==> src/rtl/dac_ldr_pkg.sv <==
package dac_ldr_pkg;

    localparam int FRAME_BITS = 16;
    localparam int CODE_BITS  = 12;
    localparam int NUM_CHAN   = 2;

    // pin positions inside the synchronizer vector
    localparam int PIN_FRM  = 0;
    localparam int PIN_SCK  = 1;
    localparam int PIN_SDI  = 2;
    localparam int PIN_LD   = 3;
    localparam int PIN_CLR  = 4;
    localparam int NUM_PINS = 5;

    // idle levels loaded into the synchronizers at reset
    localparam logic [NUM_PINS-1:0] PIN_RST = 5'b11011;

    typedef enum logic [1:0] {
        ST_IDLE,
        ST_SHIFT,
        ST_FULL,
        ST_ARMED
    } ldr_state_e;

endpackage

==> src/rtl/dac_pin_sync.sv <==
module dac_pin_sync #(
    parameter int            WIDTH   = 5,
    parameter int            STAGES  = 2,
    parameter logic [WIDTH-1:0] RST_VAL = '1
) (
    input  logic             clk,
    input  logic             rst_n,
    input  logic [WIDTH-1:0] pin_i,
    output logic [WIDTH-1:0] lvl_o
);

    genvar gi;
    generate
        for (gi = 0; gi < WIDTH; gi++) begin : g_bit
            logic [STAGES-1:0] chain;

            always_ff @(posedge clk or negedge rst_n) begin
                if (!rst_n) begin
                    chain <= {STAGES{RST_VAL[gi]}};
                end else begin
                    chain <= {chain[STAGES-2:0], pin_i[gi]};
                end
            end

            assign lvl_o[gi] = chain[STAGES-1];
        end
    endgenerate

endmodule

==> src/rtl/dac_frame_fsm.sv <==
module dac_frame_fsm
    import dac_ldr_pkg::*;
#(
    parameter int FRAME_W = FRAME_BITS,
    parameter int DATA_W  = CODE_BITS
) (
    input  logic              clk,
    input  logic              rst_n,
    input  logic              clr_act,
    input  logic              frm_lvl,
    input  logic              sck_lvl,
    input  logic              sdi_lvl,
    input  logic              ld_lvl,
    output logic              wr_en,
    output logic              wr_ch,
    output logic [DATA_W-1:0] wr_data,
    output logic              auto_ld,
    output logic              joint_ld,
    output logic              ld_fall,
    output ldr_state_e        state_o
);

    localparam int              CNT_W = $clog2(FRAME_W);
    localparam logic [CNT_W-1:0] LAST = CNT_W'(FRAME_W - 1);

    ldr_state_e        state;
    ldr_state_e        nxt;
    logic [CNT_W-1:0]  cnt;
    logic [DATA_W-1:0] hold;
    logic              defer;
    logic              armed;
    logic              frm_q;
    logic              sck_q;
    logic              ld_q;
    logic              frm_fall;
    logic              frm_rise;
    logic              sck_fall;
    logic              start;
    logic              shift;

    assign frm_fall = frm_q & ~frm_lvl;
    assign frm_rise = ~frm_q & frm_lvl;
    assign sck_fall = sck_q & ~sck_lvl;
    assign ld_fall  = ld_q & ~ld_lvl;

    // state register
    always_ff @(posedge clk or negedge rst_n) begin
        if (!rst_n) begin
            state <= ST_IDLE;
        end else begin
            state <= nxt;
        end
    end

    // next state and control outputs
    always_comb begin
        nxt      = state;
        start    = 1'b0;
        shift    = 1'b0;
        wr_en    = 1'b0;
        joint_ld = 1'b0;
        if (clr_act) begin
            nxt = ST_IDLE;
        end else begin
            unique case (state)
                ST_IDLE: begin
                    if (frm_fall) begin
                        start = 1'b1;
                        nxt   = ST_SHIFT;
                    end
                end
                ST_SHIFT: begin
                    if (frm_rise) begin
                        nxt = ST_IDLE;
                    end else if (sck_fall) begin
                        shift = 1'b1;
                        if (cnt == LAST) begin
                            wr_en = 1'b1;
                            nxt   = ST_FULL;
                        end
                    end
                end
                ST_FULL: begin
                    if (armed && ld_fall) begin
                        joint_ld = 1'b1;
                    end
                    if (frm_rise) begin
                        nxt = (armed && !ld_fall) ? ST_ARMED : ST_IDLE;
                    end
                end
                ST_ARMED: begin
                    if (ld_fall) begin
                        joint_ld = 1'b1;
                        nxt      = ST_IDLE;
                    end else if (frm_fall) begin
                        start = 1'b1;
                        nxt   = ST_SHIFT;
                    end
                end
                default: nxt = ST_IDLE;
            endcase
        end
    end

    assign wr_data = {hold[DATA_W-2:0], sdi_lvl};
    assign wr_ch   = hold[DATA_W-1];
    assign auto_ld = wr_en & ~defer;
    assign state_o = state;

    // edge history, bit counter, hold register, mode flags
    always_ff @(posedge clk or negedge rst_n) begin
        if (!rst_n) begin
            frm_q <= 1'b1;
            sck_q <= 1'b1;
            ld_q  <= 1'b1;
            cnt   <= '0;
            hold  <= '0;
            defer <= 1'b0;
            armed <= 1'b0;
        end else begin
            frm_q <= frm_lvl;
            sck_q <= sck_lvl;
            ld_q  <= ld_lvl;
            if (clr_act) begin
                cnt   <= '0;
                hold  <= '0;
                defer <= 1'b0;
                armed <= 1'b0;
            end else begin
                if (start) begin
                    cnt   <= '0;
                    defer <= ld_lvl;
                    armed <= 1'b0;
                end
                if (shift) begin
                    hold <= {hold[DATA_W-2:0], sdi_lvl};
                    cnt  <= cnt + 1'b1;
                end
                if (wr_en) begin
                    cnt   <= '0;
                    armed <= defer;
                end
                if (joint_ld) begin
                    armed <= 1'b0;
                end
            end
        end
    end

endmodule

==> src/rtl/dac_latch_bank.sv <==
module dac_latch_bank #(
    parameter int DATA_W = 12,
    parameter int NUM_CH = 2,
    localparam int CH_W  = (NUM_CH > 1) ? $clog2(NUM_CH) : 1
) (
    input  logic                     clk,
    input  logic                     rst_n,
    input  logic                     clr_act,
    input  logic                     wr_en,
    input  logic [CH_W-1:0]          wr_ch,
    input  logic [DATA_W-1:0]        wr_data,
    input  logic                     auto_ld,
    input  logic                     joint_ld,
    output logic [NUM_CH*DATA_W-1:0] out_flat,
    output logic [NUM_CH-1:0]        upd
);

    genvar gc;
    generate
        for (gc = 0; gc < NUM_CH; gc++) begin : g_ch
            logic [DATA_W-1:0] pend;
            logic [DATA_W-1:0] outq;
            logic              hit;

            assign hit = (wr_ch == CH_W'(gc));

            always_ff @(posedge clk or negedge rst_n) begin
                if (!rst_n) begin
                    pend    <= '0;
                    outq    <= '0;
                    upd[gc] <= 1'b0;
                end else if (clr_act) begin
                    pend    <= '0;
                    outq    <= '0;
                    upd[gc] <= 1'b0;
                end else begin
                    upd[gc] <= 1'b0;
                    if (wr_en && hit) begin
                        pend <= wr_data;
                    end
                    if (auto_ld && hit) begin
                        outq    <= wr_data;
                        upd[gc] <= 1'b1;
                    end
                    if (joint_ld) begin
                        outq    <= pend;
                        upd[gc] <= 1'b1;
                    end
                end
            end

            assign out_flat[gc*DATA_W +: DATA_W] = outq;
        end
    endgenerate

endmodule

==> src/rtl/dual_dac_loader.sv <==
module dual_dac_loader
    import dac_ldr_pkg::*;
(
    input  logic        clk,
    input  logic        rst_n,
    input  logic        frame_n,
    input  logic        sclk,
    input  logic        sdata,
    input  logic        load_n,
    input  logic        clear_n,
    output logic [11:0] chan_a,
    output logic [11:0] chan_b,
    output logic        upd_a,
    output logic        upd_b
);

    logic [NUM_PINS-1:0]           pins;
    logic [NUM_PINS-1:0]           lvl;
    logic                          clr_act;
    logic                          wr_en;
    logic                          wr_ch;
    logic [CODE_BITS-1:0]          wr_data;
    logic                          auto_ld;
    logic                          joint_ld;
    logic                          ld_fall;
    ldr_state_e                    state;
    logic [NUM_CHAN*CODE_BITS-1:0] out_flat;
    logic [NUM_CHAN-1:0]           upd;

    assign pins[PIN_FRM] = frame_n;
    assign pins[PIN_SCK] = sclk;
    assign pins[PIN_SDI] = sdata;
    assign pins[PIN_LD]  = load_n;
    assign pins[PIN_CLR] = clear_n;

    dac_pin_sync #(
        .WIDTH   (NUM_PINS),
        .STAGES  (2),
        .RST_VAL (PIN_RST)
    ) u_sync (
        .clk   (clk),
        .rst_n (rst_n),
        .pin_i (pins),
        .lvl_o (lvl)
    );

    assign clr_act = ~lvl[PIN_CLR];

    dac_frame_fsm #(
        .FRAME_W (FRAME_BITS),
        .DATA_W  (CODE_BITS)
    ) u_fsm (
        .clk      (clk),
        .rst_n    (rst_n),
        .clr_act  (clr_act),
        .frm_lvl  (lvl[PIN_FRM]),
        .sck_lvl  (lvl[PIN_SCK]),
        .sdi_lvl  (lvl[PIN_SDI]),
        .ld_lvl   (lvl[PIN_LD]),
        .wr_en    (wr_en),
        .wr_ch    (wr_ch),
        .wr_data  (wr_data),
        .auto_ld  (auto_ld),
        .joint_ld (joint_ld),
        .ld_fall  (ld_fall),
        .state_o  (state)
    );

    dac_latch_bank #(
        .DATA_W (CODE_BITS),
        .NUM_CH (NUM_CHAN)
    ) u_bank (
        .clk      (clk),
        .rst_n    (rst_n),
        .clr_act  (clr_act),
        .wr_en    (wr_en),
        .wr_ch    (wr_ch),
        .wr_data  (wr_data),
        .auto_ld  (auto_ld),
        .joint_ld (joint_ld),
        .out_flat (out_flat),
        .upd      (upd)
    );

    assign chan_a = out_flat[CODE_BITS-1:0];
    assign chan_b = out_flat[2*CODE_BITS-1:CODE_BITS];
    assign upd_a  = upd[0];
    assign upd_b  = upd[1];

endmodule

==> config.mk <==
export PLATFORM = sky130hd
export DESIGN_NAME = dual_dac_loader
export DESIGN_NICKNAME = d
export VERILOG_FILES = /design/src/rtl/dac_ldr_pkg.sv /design/src/rtl/dac_pin_sync.sv /design/src/rtl/dac_frame_fsm.sv /design/src/rtl/dac_latch_bank.sv /design/src/rtl/dual_dac_loader.sv
export SDC_FILE = /design/constraint.sdc
export NUM_CORES = 1
export LEC_CHECK = 0
export ABC_AREA = 1
export CAP_MARGIN = 40
export CORE_UTILIZATION = 55
export CTS_CLUSTER_DIAMETER = 100
export DETAILED_ROUTE_END_ITERATION = 10
export GPL_ROUTABILITY_DRIVEN = 1
export PLACE_DENSITY = 0.75
export SYNTH_ARGS = -nofsm -noshare
export SYNTH_HDL_FRONTEND = slang
export SYNTH_SLANG_ARGS = --single-unit
==> constraint.sdc <==
create_clock -name clk -period 2.5 [get_ports clk]
set_clock_uncertainty 0.05 [all_clocks]
set_input_delay 0.375 -clock clk [delete_from_list [all_inputs] [get_ports clk]]
set_output_delay 0.375 -clock clk [all_outputs]
set_load 0.005 [all_outputs]
# Yosys cells after proc, flatten, opt, wreduce, memory -nomap -nowiden
# Cells that the tools add are included.
dict set report op_classes {
  add_sub_neg 1
  n_div 0
  muxes 54
  n_eq_ne 15
  magnitude_cmp 0
  n_mul 0
  n_reduce_logical 9
  shift 0
  bitwise_logic 11
}
# operator n
set op_table {}
lappend op_table {{$mux 12} 12}
lappend op_table {{$mux 1} 27}
lappend op_table {{$mux 2} 8}
lappend op_table {{$mux 4} 4}
lappend op_table {{$ne 4x2->1 const B} 3}
lappend op_table {{$ne 3x2->1 const B} 3}
lappend op_table {{$ne 2x1->1 const B} 4}
lappend op_table {{$pmux 2 s4} 1}
lappend op_table {{$logic_and 1x1->1} 6}
lappend op_table {{$not 1->1} 6}
lappend op_table {{$and 1x1->1} 5}
lappend op_table {{$add 4x1->4 const B} 1}
lappend op_table {{$eq 2x2->1 const B} 2}
lappend op_table {{$eq 4x4->1 const B} 1}
lappend op_table {{$ne 4x1->1 const B} 1}
lappend op_table {{$pmux 1 s2} 2}
lappend op_table {{$reduce_and 3->1} 1}
lappend op_table {{$eq 2x1->1 const B} 1}
lappend op_table {{$logic_not 2->1} 1}
lappend op_table {{$logic_not 1->1} 1}
dict set report word_totals {
  romBits 0
  register_bits 83
  n_memories 0
  mem_bits_rw 0
  elab_cells 109
  latch_bits 0
}

# Logic depth before layout (Yosys ltp)
dict set report depth {
  depth_word 11
  ltp_mapped 10
}

# Modules after synthesis
# From an unflattened synthesis, not the netlist that was laid out.
dict set report hier_totals {
  cells_unflattened 475
  hier_area_um2 3923.8
}
# module area_each_um2 n_inst seq_area_each_um2 cells_per_inst
set modules_own_cells {}
lappend modules_own_cells {dac_latch_bank 2417.3 1 1251.2 312}
lappend modules_own_cells {dac_frame_fsm 1204.9 1 579.3 147}
lappend modules_own_cells {dac_pin_sync 297.8 1 260.2 15}
lappend modules_own_cells {dual_dac_loader 3.8 1 0.0 1}

# Worst setup path before layout
# OpenSTA, ideal clock, no wires.
dict set report synth_path {
  path_kind {register -> register}
  startpoint {register u_fsm.state[0], in the netlist u_fsm.state_o[0]}
  endpoint {register u_bank.g_ch[0].outq[2]}
  arrival_time_ns 1.477
  stages_incl_launch_ff 10
  required_ns 2.332
  path_slack_ns 0.855
  n_path_buf 1
  setup_time_ns 0.118
  synth_period_minus_slack_ns 1.645
  path_cell_list {dfrtp_1 -> inv_1 -> ha_1 -> nand2_1 -> inv_1 -> o211ai_4 -> clkbuf_1 -> o21ai_0 -> nand2_1 -> nand2_1}
}
dict set report synth_between {
  elab_chain_len 6
}
# element line
set synth_rtl {}
lappend synth_rtl {{from (decl)} dac_frame_fsm.sv:26} ;# ldr_state_e state;
lappend synth_rtl {{from (signal assigned)} dac_frame_fsm.sv:51} ;# state <= nxt;
lappend synth_rtl {{$eq 2x1->1} dac_frame_fsm.sv:65} ;# unique case (state)
lappend synth_rtl {{$mux 1} dac_frame_fsm.sv:65}
lappend synth_rtl {{$mux 1} dac_frame_fsm.sv:62} ;# if (clr_act) begin
lappend synth_rtl {{$and 1x1->1} dac_frame_fsm.sv:107} ;# assign auto_ld = wr_en & ~defer;
lappend synth_rtl {{$logic_and 1x1->1} dac_latch_bank.sv:41} ;# if (auto_ld && hit) begin
lappend synth_rtl {{$ne 3x2->1 (no line)} n/a}
lappend synth_rtl {{to (signal assigned)} dac_latch_bank.sv:42} ;# outq <= wr_data;
lappend synth_rtl {{to (signal assigned)} dac_latch_bank.sv:46} ;# outq <= pend;
lappend synth_rtl {{to (decl)} dac_latch_bank.sv:22} ;# logic [DATA_W-1:0] outq;
# Parallel ways exist; a longest one is shown, timed or not.
# A chain may end at the register's enable or synchronous reset.

# Worst setup path after layout
dict set report layout_path {
  startpoint {register u_fsm.state[1], in the netlist u_fsm.state_o[1]}
  endpoint {register u_bank.g_ch[0].pend[0]}
}
dict set report layout_between {
  elab_chain_len 5
}
# element line
set layout_rtl {}
lappend layout_rtl {{$eq 2x1->1} dac_frame_fsm.sv:65}
lappend layout_rtl {{$mux 1} dac_frame_fsm.sv:65}
lappend layout_rtl {{$mux 1} dac_frame_fsm.sv:62}
lappend layout_rtl {{$logic_and 1x1->1} dac_latch_bank.sv:38} ;# if (wr_en && hit) begin
lappend layout_rtl {{$ne 2x1->1 (no line)} n/a}
lappend layout_rtl {{to (signal assigned)} dac_latch_bank.sv:39} ;# pend <= wr_data;
lappend layout_rtl {{to (decl)} dac_latch_bank.sv:21} ;# logic [DATA_W-1:0] pend;
# No other way between the ends.

==> flow_metrics.env <==
export IMPL_status="finished, violations left"
export IMPL_violations="design-rule violations"
export IMPL_drc=10
export IMPL_min_delay_start="u_sync.g_bit[2].chain[0]"
export IMPL_finalCriticalPeriod_ns=1.95
export IMPL_syn_area_um2=3690
export IMPL_n_antenna_cell=0
export IMPL_holdPathStages=0
export IMPL_clk_path_buf_depth=2
export IMPL_setup_viol=0
export IMPL_ys_warn_count=0
export IMPL_worst_setup_path_start_kind="flip-flop"
export IMPL_critPathMaxFanout=12
export IMPL_critPathRequiredTime_ns=2.67
export IMPL_hold_class="reg -> reg"
export IMPL_synth_edf_count=0
export IMPL_path_cells="inv_1, ha_1, nand3_4, nor2_8, nand2_4, o21ai_2, o21ai_0"
export IMPL_die_w_um=84.0
export IMPL_tns_ns=0
export IMPL_core_area_um2=6420
export IMPL_synth_async_reset_ratio_pct=100
export IMPL_arrival_ns=2.13
export IMPL_yosys_area_top_type="dfrtp_1"
export IMPL_viasPerCell=5.40
export IMPL_max_cap_violations=0
export IMPL_overflow=0
export IMPL_final_nets=459
export IMPL_cp_end_kind="flip-flop"
export IMPL_p_per_area_nw_per_um2=550
export IMPL_cts_sinks=83
export IMPL_synthCells=413
export IMPL_drtIter0Drc=197
export IMPL_r2r_cells=7
export IMPL_place_inst=511
export IMPL_rr_endpoint="u_bank.g_ch[0].pend[0]"
export IMPL_max_stage_delay_ns=0.45
export IMPL_hpwl_um=5130
export IMPL_wirelength_um=7690
export IMPL_clk_pin_slew_ns=0.08
export IMPL_final_cell_count_no_fill=528
export IMPL_fin_area_um2=4270
export IMPL_root_buffer="clkbuf_8"
export IMPL_grt_pass1_wl_um=13400
export IMPL_dieArea_um2=7050
export IMPL_r2r_start="u_fsm.state_o[1]"
export IMPL_area_growth_pct=15.7
export IMPL_netlist_area_leader_share_pct=48.8
export IMPL_ys_ff_latch=83
export IMPL_ys_types=30
export IMPL_yosys_top_cells_area="dfrtp_1 49%, nand2_1 12%, dfstp_2 7.8%, o21ai_0 7.3%, inv_1 4.8%"
export IMPL_max_freq_mhz=512
export IMPL_fp_row_count=29
export IMPL_track_usage_pct=24.5
export IMPL_ant_nets=0
export IMPL_worst_slew_pin_slew_ns=0.572
export IMPL_p_leak_nw=2.09
export IMPL_dr_pass1_iters=7
export IMPL_die_h_um=84.0
export IMPL_drv_slew=0
export IMPL_io_pins=33
export IMPL_grt_max_degree=64
export IMPL_post_route_period_util_pct=78.2
export IMPL_cts_repair_resize_count=0
export IMPL_holdWs_ns=0.305
export IMPL_detail_route_wl_per_cell_um=14.6
export IMPL_numCtsBuffers=9
export IMPL_tritoncts="built"
export IMPL_synth_seq_area_share_pct=56.6
export IMPL_antenna_found_initial=0
export IMPL_grt_setup_unrepaired="no"
export IMPL_grt_pass1_vias=2836
export IMPL_start_util_pct=57.5
export IMPL_rrSetupSlack_ns=0.55
export IMPL_worstSetupPathType="reg -> reg"
export IMPL_finalWeightedCongestion=0.812
export IMPL_drive_above_1_share_pct=12.2
export IMPL_cts_htree_levels=3
export IMPL_portBuffers=32
export IMPL_hold_viol_final=0
export IMPL_slew_headroom_pct=61.9
export IMPL_ir_drop_mv=0.426
export IMPL_min_to="u_sync.g_bit[2].chain[1]"
export IMPL_crit_slowest_cell="o21ai_2"
export IMPL_ys_flop_type="dfrtp_1"
export IMPL_synth_avg_cell_area_um2=8.95
export IMPL_synth_nets=426
export IMPL_post_cts_setup_buffers=0
export IMPL_placed_cell_area_um2=4090
export IMPL_worstSkewPairLatency_ns=0.36
export IMPL_vias=2850
==> Yosys cell counts, drive strengths merged (4+ instances only) <==
cell and count:
nand3 11, dfstp 11, nand4 28, o21ai 68
ha 6, nand2 124, clkbuf 8, inv 50
buf 13, nor2 14, a21oi 4, dfrtp 72
==> power breakdown <==
part	switching [mW]	internal [mW]	leakage (nW)
sequential	0.0183	1.37	1.12
combinational	0.0793	0.0351	0.886
clock	0.469	0.383	0.0851
total	0.567	1.79	2.09
==> logic make-up after synthesis <==
kind of cell	Yosys count	share of synthesized area (%)
AOI/OAI and AO/OA	74	10.7
buffers and inverters	71	8.23
DFF	83	56.6
adders and majority gates	6	2.03
and+or+nand+nor	179	22.4
==> timing repair <==
item                                    in CTS  in global routing
endpoints found under the setup margin       0                  0
hold buffers                                 1                  0
hold endpoints to repair                    35                  0
==> sequential cells by signal, summed over array words and instances (netlist names) <==
| register | count |
|---|---|
| u_fsm.frm_q | 1 |
| u_sync.g_bit.chain | 10 |
| u_fsm.armed | 1 |
| u_fsm.defer | 1 |
| u_bank.g_ch.outq | 24 |
| u_fsm.sck_q | 1 |
| u_fsm.ld_q | 1 |
| u_fsm.hold | 12 |
| u_fsm.cnt | 4 |
| u_bank.upd | 2 |
| u_fsm.state_o | 2 |
| u_bank.g_ch.pend | 24 |
==> how the worst max path moves through the flow <==
stage,start,endpoint,slack (ns),cells past startpoint
after floorplan,u_fsm.state_o[0],u_bank.g_ch[0].outq[2],0.85,9
after global placement,u_fsm.state_o[1],u_bank.g_ch[0].pend[1],0.64,7
after detailed placement,u_fsm.state_o[1],u_bank.g_ch[0].pend[1],0.56,7
after CTS,u_fsm.state_o[1],u_bank.g_ch[0].pend[1],0.54,7
after global routing,u_fsm.state_o[1],u_bank.g_ch[0].pend[3],0.38,8
final,u_fsm.state_o[1],u_bank.g_ch[0].pend[0],0.55,7
==> layout make-up <==
cell class / count / area, um2
clock buffers: 11 / 141
clock inverters: 5 / 30.0
fillers: 500 / 2150
inverters: 50 / 188
multi-input cells: 259 / 1300
flip-flops and latches: 83 / 2090
well taps: 77 / 96.3
repair buffers: 43 / 428
==> per-stage QoR <==
step	util [%]	setup WS [ns]	power [mW]
after floorplan	-	0.855	1.47
after global placement	63.7	0.641	1.52
after detailed placement	63.7	0.557	1.53
after CTS	66.5	0.545	2.37
after global routing	66.5	0.380	2.45
final	66.5	0.546	2.35
==> layout by cell type (no fill, tap or decap), types with 3 or more instances in the layout <==
cell | Yosys | routed
inv_1 | 47 | 47
clkbuf_8 | 0 | 10
o21ai_1 | 12 | 12
nand2_1 | 120 | 120
nand3_1 | 10 | 10
dfrtp_1 | 72 | 72
nor2_1 | 10 | 10
inv_2 | 3 | 3
buf_4 | 4 | 9
nand2_2 | 3 | 3
o21ai_0 | 54 | 54
clkinv_2 | 0 | 3
dfstp_2 | 11 | 11
a21oi_1 | 4 | 4
nand4_1 | 26 | 26
ha_1 | 6 | 6
clkdlybuf4s50_1 | 0 | 31
==> routing by layer <==
metal	vias up	track usage (%)	share of wire (%)
met5	-	0	0
met4	0	10.0	1.3
met3	8	4.15	4.8
met2	66	39.6	48
met1	1381	32.9	46
li1	1395	-	-
==> critical path: cells and delay by family, from the launching register on <==
kind,cells,cell delay (ns)
flops,1,0.42
buf+inv,1,0.14
simple gates,3,0.38
fa+ha+maj,1,0.25
compound gates,2,0.59
Note: power is estimated with default switching activity, not from simulation.
